## config.mk

```make
export PLATFORM = sky130hd
export DESIGN_NAME = burst_lane_gen
export DESIGN_NICKNAME = d
export VERILOG_FILES = /design/src/rtl/blg_pkg.sv /design/src/rtl/blg_cmd_check.sv /design/src/rtl/blg_addr_step.sv /design/src/rtl/blg_lane_place.sv /design/src/rtl/burst_lane_gen.sv
export SDC_FILE = /design/constraint.sdc
export NUM_CORES = 1
export LEC_CHECK = 0
export BUFFER_PORTS_ARGS = -buffer_cell sky130_fd_sc_hd__buf_2
export CAP_MARGIN = 20
export CORE_ASPECT_RATIO = 1.4
export CORE_UTILIZATION = 30
export CTS_BUF_LIST = sky130_fd_sc_hd__clkbuf_16
export DETAILED_ROUTE_END_ITERATION = 8
export PLACE_DENSITY = 0.49
export RECOVER_POWER = 100
export SETUP_SLACK_MARGIN = 0.5
export SLEW_MARGIN = 25
export SYNTH_ARGS = -nofsm -noshare
export SYNTH_HDL_FRONTEND = slang
export SYNTH_SLANG_ARGS = --single-unit
```

## constraint.sdc

```tcl
create_clock -name clk -period 5.2 [get_ports clk]
set_clock_uncertainty 0.15 [all_clocks]
set_input_delay 0 -clock clk [delete_from_list [all_inputs] [get_ports clk]]
set_output_delay 0 -clock clk [all_outputs]
set_load 0.005 [all_outputs]
```

## src/rtl/blg_pkg.sv

```systemverilog
package blg_pkg;
  localparam int SIZE_W = 3;

  typedef enum logic [1:0] {
    BURST_FIXED = 2'b00,
    BURST_INCR  = 2'b01,
    BURST_WRAP  = 2'b10,
    BURST_RSVD  = 2'b11
  } burst_e;
endpackage

```

## src/rtl/blg_cmd_check.sv

```systemverilog
module blg_cmd_check
  import blg_pkg::*;
#(
  parameter int DATA_W = 128,
  parameter int ADDR_W = 32,
  parameter int LEN_W  = 8
) (
  input  logic [ADDR_W-1:0] addr,
  input  burst_e            burst,
  input  logic [SIZE_W-1:0] size,
  input  logic [LEN_W-1:0]  len,
  output logic              ok
);
  localparam int OFF_W = $clog2(DATA_W / 8);

  logic [ADDR_W-1:0] size_mask;
  logic              size_ok;
  logic              wrap_len_ok;
  logic              wrap_ok;

  always_comb begin
    size_mask   = (ADDR_W'(1) << size) - ADDR_W'(1);
    size_ok     = int'(size) <= OFF_W;
    wrap_len_ok = (len == LEN_W'(1)) || (len == LEN_W'(3)) ||
                  (len == LEN_W'(7)) || (len == LEN_W'(15));
    wrap_ok     = (burst != BURST_WRAP) ||
                  (wrap_len_ok && ((addr & size_mask) == '0));
    ok          = (burst != BURST_RSVD) && size_ok && wrap_ok;
  end
endmodule

```

## src/rtl/blg_addr_step.sv

```systemverilog
module blg_addr_step
  import blg_pkg::*;
#(
  parameter int ADDR_W = 32,
  parameter int LEN_W  = 8
) (
  input  logic              clk,
  input  logic              rst_n,
  input  logic              load,
  input  logic [ADDR_W-1:0] ld_addr,
  input  burst_e            ld_burst,
  input  logic [SIZE_W-1:0] ld_size,
  input  logic [LEN_W-1:0]  ld_len,
  input  logic              adv,
  output logic [ADDR_W-1:0] cur_addr,
  output logic [SIZE_W-1:0] cur_size,
  output logic              last_beat
);
  burst_e            burst_q;
  logic [LEN_W-1:0]  len_q;
  logic [LEN_W-1:0]  idx_q;
  logic [ADDR_W-1:0] step_bytes;
  logic [ADDR_W-1:0] step_mask;
  logic [ADDR_W-1:0] win_mask;
  logic [ADDR_W-1:0] incr_next;
  logic [ADDR_W-1:0] wrap_next;
  logic [ADDR_W-1:0] next_addr;

  always_comb begin
    step_bytes = ADDR_W'(1) << cur_size;
    step_mask  = step_bytes - ADDR_W'(1);
    win_mask   = ((ADDR_W'(len_q) + ADDR_W'(1)) << cur_size) - ADDR_W'(1);
    incr_next  = (cur_addr & ~step_mask) + step_bytes;
    wrap_next  = (cur_addr & ~win_mask) | ((cur_addr + step_bytes) & win_mask);
    unique case (burst_q)
      BURST_INCR: next_addr = incr_next;
      BURST_WRAP: next_addr = wrap_next;
      default:    next_addr = cur_addr;
    endcase
    last_beat = (idx_q == len_q);
  end

  always_ff @(posedge clk) begin
    if (!rst_n) begin
      cur_addr <= '0;
      cur_size <= '0;
      burst_q  <= BURST_FIXED;
      len_q    <= '0;
      idx_q    <= '0;
    end else if (load) begin
      cur_addr <= ld_addr;
      cur_size <= ld_size;
      burst_q  <= ld_burst;
      len_q    <= ld_len;
      idx_q    <= '0;
    end else if (adv) begin
      cur_addr <= next_addr;
      idx_q    <= idx_q + LEN_W'(1);
    end
  end

  assert_fixed_hold_R2: assert property (@(posedge clk) disable iff (!rst_n)
    (adv && !load && burst_q == BURST_FIXED) |=> $stable(cur_addr));

  assert_wrap_window_R4: assert property (@(posedge clk) disable iff (!rst_n)
    (adv && !load && burst_q == BURST_WRAP) |=>
      ((cur_addr & ~win_mask) == ($past(cur_addr) & ~win_mask)));
endmodule

```

## src/rtl/blg_lane_place.sv

```systemverilog
module blg_lane_place
  import blg_pkg::*;
#(
  parameter int DATA_W = 128,
  parameter int ADDR_W = 32
) (
  input  logic [ADDR_W-1:0]   beat_addr,
  input  logic [SIZE_W-1:0]   size,
  input  logic [DATA_W-1:0]   payload,
  output logic [ADDR_W-1:0]   bus_addr,
  output logic [DATA_W/8-1:0] strb,
  output logic [DATA_W-1:0]   data
);
  localparam int BYTES = DATA_W / 8;
  localparam int OFF_W = $clog2(BYTES);
  localparam logic [OFF_W:0] ONE = (OFF_W + 1)'(1);

  logic [OFF_W:0]    nbytes;
  logic [OFF_W:0]    lo;
  logic [OFF_W:0]    base;
  logic [OFF_W:0]    hi;
  logic [DATA_W-1:0] shifted;

  always_comb begin
    nbytes   = ONE << size;
    lo       = {1'b0, beat_addr[OFF_W-1:0]};
    base     = lo & ~(nbytes - ONE);
    hi       = base + nbytes - ONE;
    shifted  = payload << {base, 3'b000};
    bus_addr = {beat_addr[ADDR_W-1:OFF_W], {OFF_W{1'b0}}};
  end

  for (genvar g = 0; g < BYTES; g++) begin : g_lane
    localparam logic [OFF_W:0] LANE = (OFF_W + 1)'(g);
    assign strb[g]         = (LANE >= lo) && (LANE <= hi);
    assign data[8*g +: 8]  = strb[g] ? shifted[8*g +: 8] : 8'h00;
  end
endmodule

```

## src/rtl/burst_lane_gen.sv

```systemverilog
module burst_lane_gen
  import blg_pkg::*;
#(
  parameter int DATA_W = 128,
  parameter int ADDR_W = 32,
  parameter int LEN_W  = 8
) (
  input  logic                clk,
  input  logic                rst_n,
  input  logic                cmd_valid,
  output logic                cmd_ready,
  input  logic [ADDR_W-1:0]   cmd_addr,
  input  logic [1:0]          cmd_burst,
  input  logic [SIZE_W-1:0]   cmd_size,
  input  logic [LEN_W-1:0]    cmd_len,
  output logic                cmd_err,
  input  logic                pl_valid,
  output logic                pl_ready,
  input  logic [DATA_W-1:0]   pl_data,
  output logic                bt_valid,
  input  logic                bt_ready,
  output logic [ADDR_W-1:0]   bt_addr,
  output logic [DATA_W/8-1:0] bt_strb,
  output logic [DATA_W-1:0]   bt_data,
  output logic                bt_last
);
  localparam int BYTES = DATA_W / 8;

  burst_e            cmd_kind;
  logic              busy;
  logic              in_done;
  logic              cmd_ok;
  logic              cmd_fire;
  logic              pl_fire;
  logic              out_fire;
  logic              beat_last;
  logic [ADDR_W-1:0] cur_addr;
  logic [SIZE_W-1:0] cur_size;
  logic [ADDR_W-1:0] lane_addr;
  logic [BYTES-1:0]  lane_strb;
  logic [DATA_W-1:0] lane_data;

  assign cmd_kind  = burst_e'(cmd_burst);
  assign cmd_ready = !busy;
  assign cmd_fire  = cmd_valid && cmd_ready;
  assign pl_ready  = busy && !in_done && (!bt_valid || bt_ready);
  assign pl_fire   = pl_valid && pl_ready;
  assign out_fire  = bt_valid && bt_ready;

  blg_cmd_check #(.DATA_W(DATA_W), .ADDR_W(ADDR_W), .LEN_W(LEN_W)) u_check (
    .addr  (cmd_addr),
    .burst (cmd_kind),
    .size  (cmd_size),
    .len   (cmd_len),
    .ok    (cmd_ok)
  );

  blg_addr_step #(.ADDR_W(ADDR_W), .LEN_W(LEN_W)) u_step (
    .clk       (clk),
    .rst_n     (rst_n),
    .load      (cmd_fire && cmd_ok),
    .ld_addr   (cmd_addr),
    .ld_burst  (cmd_kind),
    .ld_size   (cmd_size),
    .ld_len    (cmd_len),
    .adv       (pl_fire),
    .cur_addr  (cur_addr),
    .cur_size  (cur_size),
    .last_beat (beat_last)
  );

  blg_lane_place #(.DATA_W(DATA_W), .ADDR_W(ADDR_W)) u_place (
    .beat_addr (cur_addr),
    .size      (cur_size),
    .payload   (pl_data),
    .bus_addr  (lane_addr),
    .strb      (lane_strb),
    .data      (lane_data)
  );

  always_ff @(posedge clk) begin
    if (!rst_n) begin
      busy     <= 1'b0;
      in_done  <= 1'b0;
      cmd_err  <= 1'b0;
      bt_valid <= 1'b0;
      bt_addr  <= '0;
      bt_strb  <= '0;
      bt_data  <= '0;
      bt_last  <= 1'b0;
    end else begin
      cmd_err <= cmd_fire && !cmd_ok;
      if (cmd_fire && cmd_ok) begin
        busy    <= 1'b1;
        in_done <= 1'b0;
      end else if (out_fire && bt_last) begin
        busy <= 1'b0;
      end
      if (pl_fire) begin
        bt_valid <= 1'b1;
        bt_addr  <= lane_addr;
        bt_strb  <= lane_strb;
        bt_data  <= lane_data;
        bt_last  <= beat_last;
        if (beat_last) in_done <= 1'b1;
      end else if (out_fire) begin
        bt_valid <= 1'b0;
      end
    end
  end

  assert_hold_R10: assert property (@(posedge clk) disable iff (!rst_n)
    (bt_valid && !bt_ready) |=> (bt_valid && $stable(bt_addr) && $stable(bt_strb) &&
                                 $stable(bt_data) && $stable(bt_last)));

  assert_busy_R11: assert property (@(posedge clk) disable iff (!rst_n)
    bt_valid |-> !cmd_ready);

  assert_err_quiet_R8: assert property (@(posedge clk) disable iff (!rst_n)
    cmd_err |-> !bt_valid);

  assert_lane_count_R5: assert property (@(posedge clk) disable iff (!rst_n)
    bt_valid |-> (($countones(bt_strb) <= (1 << cur_size)) && (bt_strb != '0)));
endmodule

```

Word level (Yosys, flattened, before mapping)
Cells that the tools add are included.
{ "totals": {"elab_cells": 149, "inputBits": 178, "memories": 0, "output_inout_bits": 181, "latchBits": 0, "mem_bits_ro": 0, "ff_bits": 230, "ramBits": 0} }
{ "classes": {"n_eq_ne": 9, "mul": 0, "addsub": 10, "bitwise_logic": 10, "mux": 26, "n_lt_le_gt_ge": 33, "n_shift": 5, "n_reduce_logical": 43, "n_div": 0} }
{ "op_table": {"columns": ["op", "count"], "rows": [
  ["$and 32x32->32", 4],
  ["$mux 8", 16],
  ["$shl 128x8->128", 1],
  ["$add 32x32->32", 2],
  ["$mux 32", 2],
  ["$not 32->32", 2],
  ["$pmux 32 s2", 1],
  ["$shl 1x3->32 const A", 2],
  ["$sub 32x1->32 const B", 2],
  ["$le 4x5->1 const A", 8],
  ["$ge 4x4->1 const A", 8],
  ["$logic_not 32->1", 1],
  ["$or 32x32->32", 1],
  ["$shl 32x3->32", 1],
  ["$sub 32x2->32 const B", 1],
  ["$logic_and 1x1->1", 27],
  ["$le 3x5->1 const A", 4],
  ["$ge 3x4->1 const A", 4],
  ["$le 1x5->1 const A", 2],
  ["$le 2x5->1 const A", 2],
  ["$sub 5x1->5 const B", 2],
  ["$add 8x1->9 const B", 1],
  ["$add 8x1->8 const B", 1],
  ["$eq 8x1->1 const B", 1],
  ["other kinds (22)", 40]
]} }

Depth between registers and ports, before layout
{ "logic_depth": {"ltp_word": 11, "depth_mapped": 21} }

Hierarchy
A second synthesis with hierarchy kept.
{ "unflattened": {"hier_cells": 2514, "hier_area_um2": 19730.2} }
{ "modules_own_cells": {"columns": ["mod", "n_inst", "area_each_um2", "cells_per_inst"], "rows": [
  ["burst_lane_gen", 1, 7170.6, 786],
  ["blg_lane_place", 1, 6175.9, 857],
  ["blg_addr_step", 1, 6112.1, 830],
  ["blg_cmd_check", 1, 271.5, 41]
]} }

Worst setup path after synthesis
No wires, ideal clock.
{ "synth_timing": {"kind": "register to register", "from": "register u_step.cur_size[2]", "to": "register (tool-made name)", "setup_slack_ns": -0.126, "arrival_time_ns": 5.057, "path_stages_with_launch": 22, "synth_period_minus_slack_ns": 5.326, "n_path_buf": 7, "path_cell_list": "dfxtp_1 -> clkbuf_1 -> buf_1 -> clkbuf_1 -> clkbuf_1 -> nor2_1 -> ha_1 -> clkbuf_1 -> inv_1 -> clkbuf_1 -> clkbuf_1 -> fa_1 -> nor2b_1 -> o21a_1 -> a311o_1 -> o31ai_1 -> nor2_1 -> nand2_1 -> nor4b_1 -> a2111oi_0 -> a211o_1 -> a21oi_1"} }
{ "synth_rtl": {"columns": ["item", "line", "rtl"], "rows": [
  ["from (decl)", "blg_addr_step.sv:16", "output logic [SIZE_W-1:0] cur_size,"],
  ["from (signal assigned)", "blg_addr_step.sv:52", "cur_size <= ld_size;"]
]} }

Worst setup path in the final report
{ "layout_timing": {"from": "register u_step.cur_size[0]", "to": "register bt_data[113]"} }
{ "layout_between": {"elab_chain_cells": 9, "word_cells_on_any_way": 10, "classes_between": "add/sub (3); order compare (1); shift (2); mux (1); bitwise (2); reduce/logical (1)"} }
{ "layout_lines": {"columns": ["item", "line", "rtl"], "rows": [
  ["$shl 1x3->5 *", "blg_lane_place.sv:25", "nbytes = ONE << size;"],
  ["$sub 5x1->5", "blg_lane_place.sv:27", "base = lo & ~(nbytes - ONE);"],
  ["$not 5->5", "blg_lane_place.sv:27", null],
  ["$and 4x5->5", "blg_lane_place.sv:27", null],
  ["$add 5x5->5", "blg_lane_place.sv:28", "hi = base + nbytes - ONE;"],
  ["$sub 5x1->5", "blg_lane_place.sv:28", null],
  ["$le 4x5->1", "blg_lane_place.sv:35", "assign strb[g] = (LANE >= lo) && (LANE <= hi);"],
  ["$logic_and 1x1->1", "blg_lane_place.sv:35", null],
  ["$mux 8 *", "blg_lane_place.sv:36", "assign data[8*g +: 8] = strb[g] ? shifted[8*g +: 8] : 8'h00;"],
  ["to (signal assigned)", "burst_lane_gen.sv:103", "bt_data <= lane_data;"],
  ["to (decl)", "burst_lane_gen.sv:24", "output logic [DATA_W-1:0] bt_data,"]
]} }
Every way passes the cells marked *; elsewhere a longest branch is shown, timed or not.
A chain may end at the register's enable or synchronous reset.

==> results.toml <==
[synth]
synthCells = 2167
synth.distinct_cells = 91
synth-seq-cells = 230
synth-seq-area-share_pct = 28.6
ys_warn_count = 0
synthTopCellsByArea = "dfxtp_1 29%, mux2i_1 11%, nand2_1 7.2%, a21oi_1 6.8%, nor2_1 6.6%"
synth_area_um2 = 16100
synth_ff_type = "dfxtp_1"
yosys.area.top_type = "dfxtp_1"
synth.top_cell.area_share_pct = 28.6
synthArstFlopShare_pct = 0
synth-edff-count = 0
avgSynthCellArea_um2 = 7.42

[critical_path]
cp-start-kind = "flip-flop"
rr_startpoint = "u_step.cur_size[0]"
arrival_ps = 5110
r2r_end = "bt_data[113]"
critPathCaptureType = "flip-flop"
crit_fanout = 12
r2r_slack_ps = 440
critical_path_class = "reg2reg"
worstPathRequired_ps = 5550
reg2reg_depth = 14

[clock_tree]
h-tree-depth = 1
cts.path.max_buffers = 3
cts-buffers-inserted = 28
cts_tree = "yes"
root_buffer = "clkbuf_16"
clk_latency_ps = 620
clk_pin_slew_ps = 60
clock_sinks = 230

[detailed_routing]
drt_iter0_drc = 1230
via_count = 18300
ant_nets = 0
drt-pass1-iter-count = 6
routed_wl_um = 80600
drc = 0
viasPerCell = 5.61
wl_per_cell_um = 24.7

[sta]
fin_crit_ps = 4760
slew_violations = 98
max_freq_mhz = 210
maxSlewHeadroom_pct = -49.8
finalSetupViolations = 0
period_share_pct = 91.6
worstMarginPinSlew_ps = 2250
grt_setup_unrepaired = "false"
hold_viol = 0
fin_setup_tns_ps = 0

[worst_hold_path]
holdPathStages = 6
hold_start = "pl_data[35]"
whs_endpoint = "bt_data[67]"
holdCritPathClass = "in2reg"

[global_route]
grt_pass1_wl_um = 118000
grt_pass1_vias = 18000
antenna_found_initial = 9
track_usage_pct = 28.8
grt_overflow = 0
grt_max_degree = 98

[layout]
layout-drive-gt1-share_pct = 14.9
area_growth_pct = 25.6
post-route-util_pct = 38.1
nets = 2724
fin_area_um2 = 20200

[floorplan]
row_count = 100
die_area_um2 = 54600
core_um2 = 53100
initial_utilization_pct = 30.3
die_w_um = 198
ios = 359
die_h_um = 276

[placement]
port_buffers = 354
dp_hpwl_um = 60800
place.gp.congestion = 0.961
placed_area_um2 = 18500

[flow_run]
cap_violations = 1

[pwr]
cellPowerDensity_nw_per_um2 = 247
vdd_drop_max_mv = 0.267
p_leak_uw = 0.00853

[outcome]
status = "complete, but fails checks"
violations = "capacitance limit, slew limit"
==> synthesized netlist by cell type, drive strengths merged (4+ instances only) <==
| cell type | number |
|---|---|
| a2111oi | 4 |
| a211oi | 39 |
| a21boi | 5 |
| a21o | 5 |
| a21oi | 219 |
| a221oi | 5 |
| a22oi | 92 |
| a31o | 6 |
| a31oi | 25 |
| a32oi | 8 |
| and2 | 11 |
| and3 | 65 |
| and4 | 4 |
| buf | 45 |
| clkbuf | 135 |
| dfxtp | 230 |
| ha | 24 |
| inv | 44 |
| mux2 | 12 |
| mux2i | 169 |
| mux4 | 10 |
| nand2 | 309 |
| nand2b | 15 |
| nand3 | 38 |
| nand4 | 16 |
| nor2 | 282 |
| nor2b | 12 |
| nor3 | 36 |
| nor4 | 10 |
| o2111ai | 9 |
| o211ai | 10 |
| o21a | 12 |
| o21ai | 61 |
| o221ai | 15 |
| o22ai | 31 |
| o311ai | 12 |
| o31a | 4 |
| o31ai | 11 |
| or2 | 6 |
| or3 | 7 |
| xnor2 | 35 |
| xor2 | 27 |
==> worst max-delay path: stages, from the launching register on <==
cell	delay, ps
dfxtp_1	550
or2_0	540
nor2_1	180
ha_4	220
inv_2	90
o21ai_0	110
ha_1	250
inv_1	80
fa_1	500
nand2b_1	230
or2_2	280
a221oi_1	740
clkbuf_1	460
a22oi_1	130
nor2_1	120
==> layer usage <==
| layer | GRT usage (%) | up-vias | routed length [um] |
|---|---|---|---|
| met1 | 30.1 | 8814 | 28600 |
| met5 | 0 | - | 67 |
| met4 | 17.5 | 10 | 5150 |
| li1 | - | 8534 | - |
| met2 | 54.0 | 762 | 42000 |
| met3 | 4.38 | 176 | 4780 |
==> layout make-up <==
class | count | area, um2
inverter | 46 | 178
timing repair buffer | 500 | 2960
antenna | 6 | 15.0
clock inverter | 23 | 189
sequential | 230 | 4600
tap | 714 | 893
multi-input combinational | 1714 | 10700
fill | 5815 | 32800
clock buffer | 28 | 701
==> stage by stage <==
| stage | std cells | hold WS [ps] | setup slack, ps | power (uW) |
|---|---|---|---|---|
| 2_1_floorplan | 2170 | -14.0 | 535 | 2520 |
| 3_3_place_gp | 3104 | 91.7 | 1000 | 3010 |
| 3_5_place_dp | 3104 | 93.7 | 925 | 3010 |
| 4_1_cts | 3255 | 0.951 | 563 | 5040 |
| 5_1_grt | 3257 | 52.8 | 262 | 5180 |
| 6_report | 3261 | 25.8 | 438 | 4990 |
==> what timing repair did <==
action	4_1_cts	5_1_grt
buffers inserted	0	0
setup endpoints to repair	0	6
hold buffers	100	0
endpoints found under the hold margin	104	0
gates resized for setup	0	10
==> worst max path at each step <==
stage / cells past startpoint / start / slack (ps) / to
final: 14 / u_step.cur_size[0] / 440 / bt_data[113]
after floorplan: 21 / u_step.cur_size[2] / 540 / flip-flop
after global placement: 15 / u_step.cur_size[0] / 1000 / bt_data[120]
after CTS: 13 / u_step.cur_size[2] / 560 / flip-flop
after detailed placement: 15 / u_step.cur_size[0] / 920 / bt_data[124]
after global routing: 14 / u_step.cur_size[0] / 260 / bt_data[116]
==> power by group <==
| part | switching, uW | leakage (uW) | internal [uW] |
|---|---|---|---|
| clock | 900 | 0.000429 | 1040 |
| sequential | 57.7 | 0.00186 | 1810 |
| combinational | 749 | 0.00624 | 424 |
| total | 1710 | 0.00853 | 3280 |
==> logic make-up after synthesis <==
group | Yosys count | synth area share (%)
AO/OA/AOI/OAI | 607 | 24.7
XOR/XNOR | 62 | 3.42
adder cells (fa/ha/maj) | 26 | 2.12
buffers and inverters | 226 | 5.62
flip-flops | 230 | 28.6
multiplexers | 191 | 12.8
other | 1 | 0.0233
AND/OR/NAND/NOR | 824 | 22.8
==> cell usage in the layout (no fill, tap or decap), types with 7 or more instances in the layout <==
cell type,n
a211oi_1,38
a21oi_1,219
a22oi_1,92
a31oi_1,24
a32oi_1,8
and2_1,9
and3_1,64
buf_2,234
buf_4,31
clkbuf_1,131
clkbuf_16,28
dfxtp_1,230
dlygate4sd3_1,100
ha_1,23
inv_1,42
mux2_2,12
mux2i_1,168
mux4_2,10
nand2_1,306
nand2b_1,14
nand3_1,35
nand4_1,16
nor2_1,282
nor2b_1,12
nor3_1,33
nor4_1,10
o2111ai_1,9
o211ai_1,9
o21a_1,12
o21ai_0,59
o221ai_1,14
o22ai_1,31
o311ai_0,12
o31ai_1,9
or3_1,7
xnor2_1,34
xor2_1,27
Note: power is estimated with default switching activity, not from simulation.
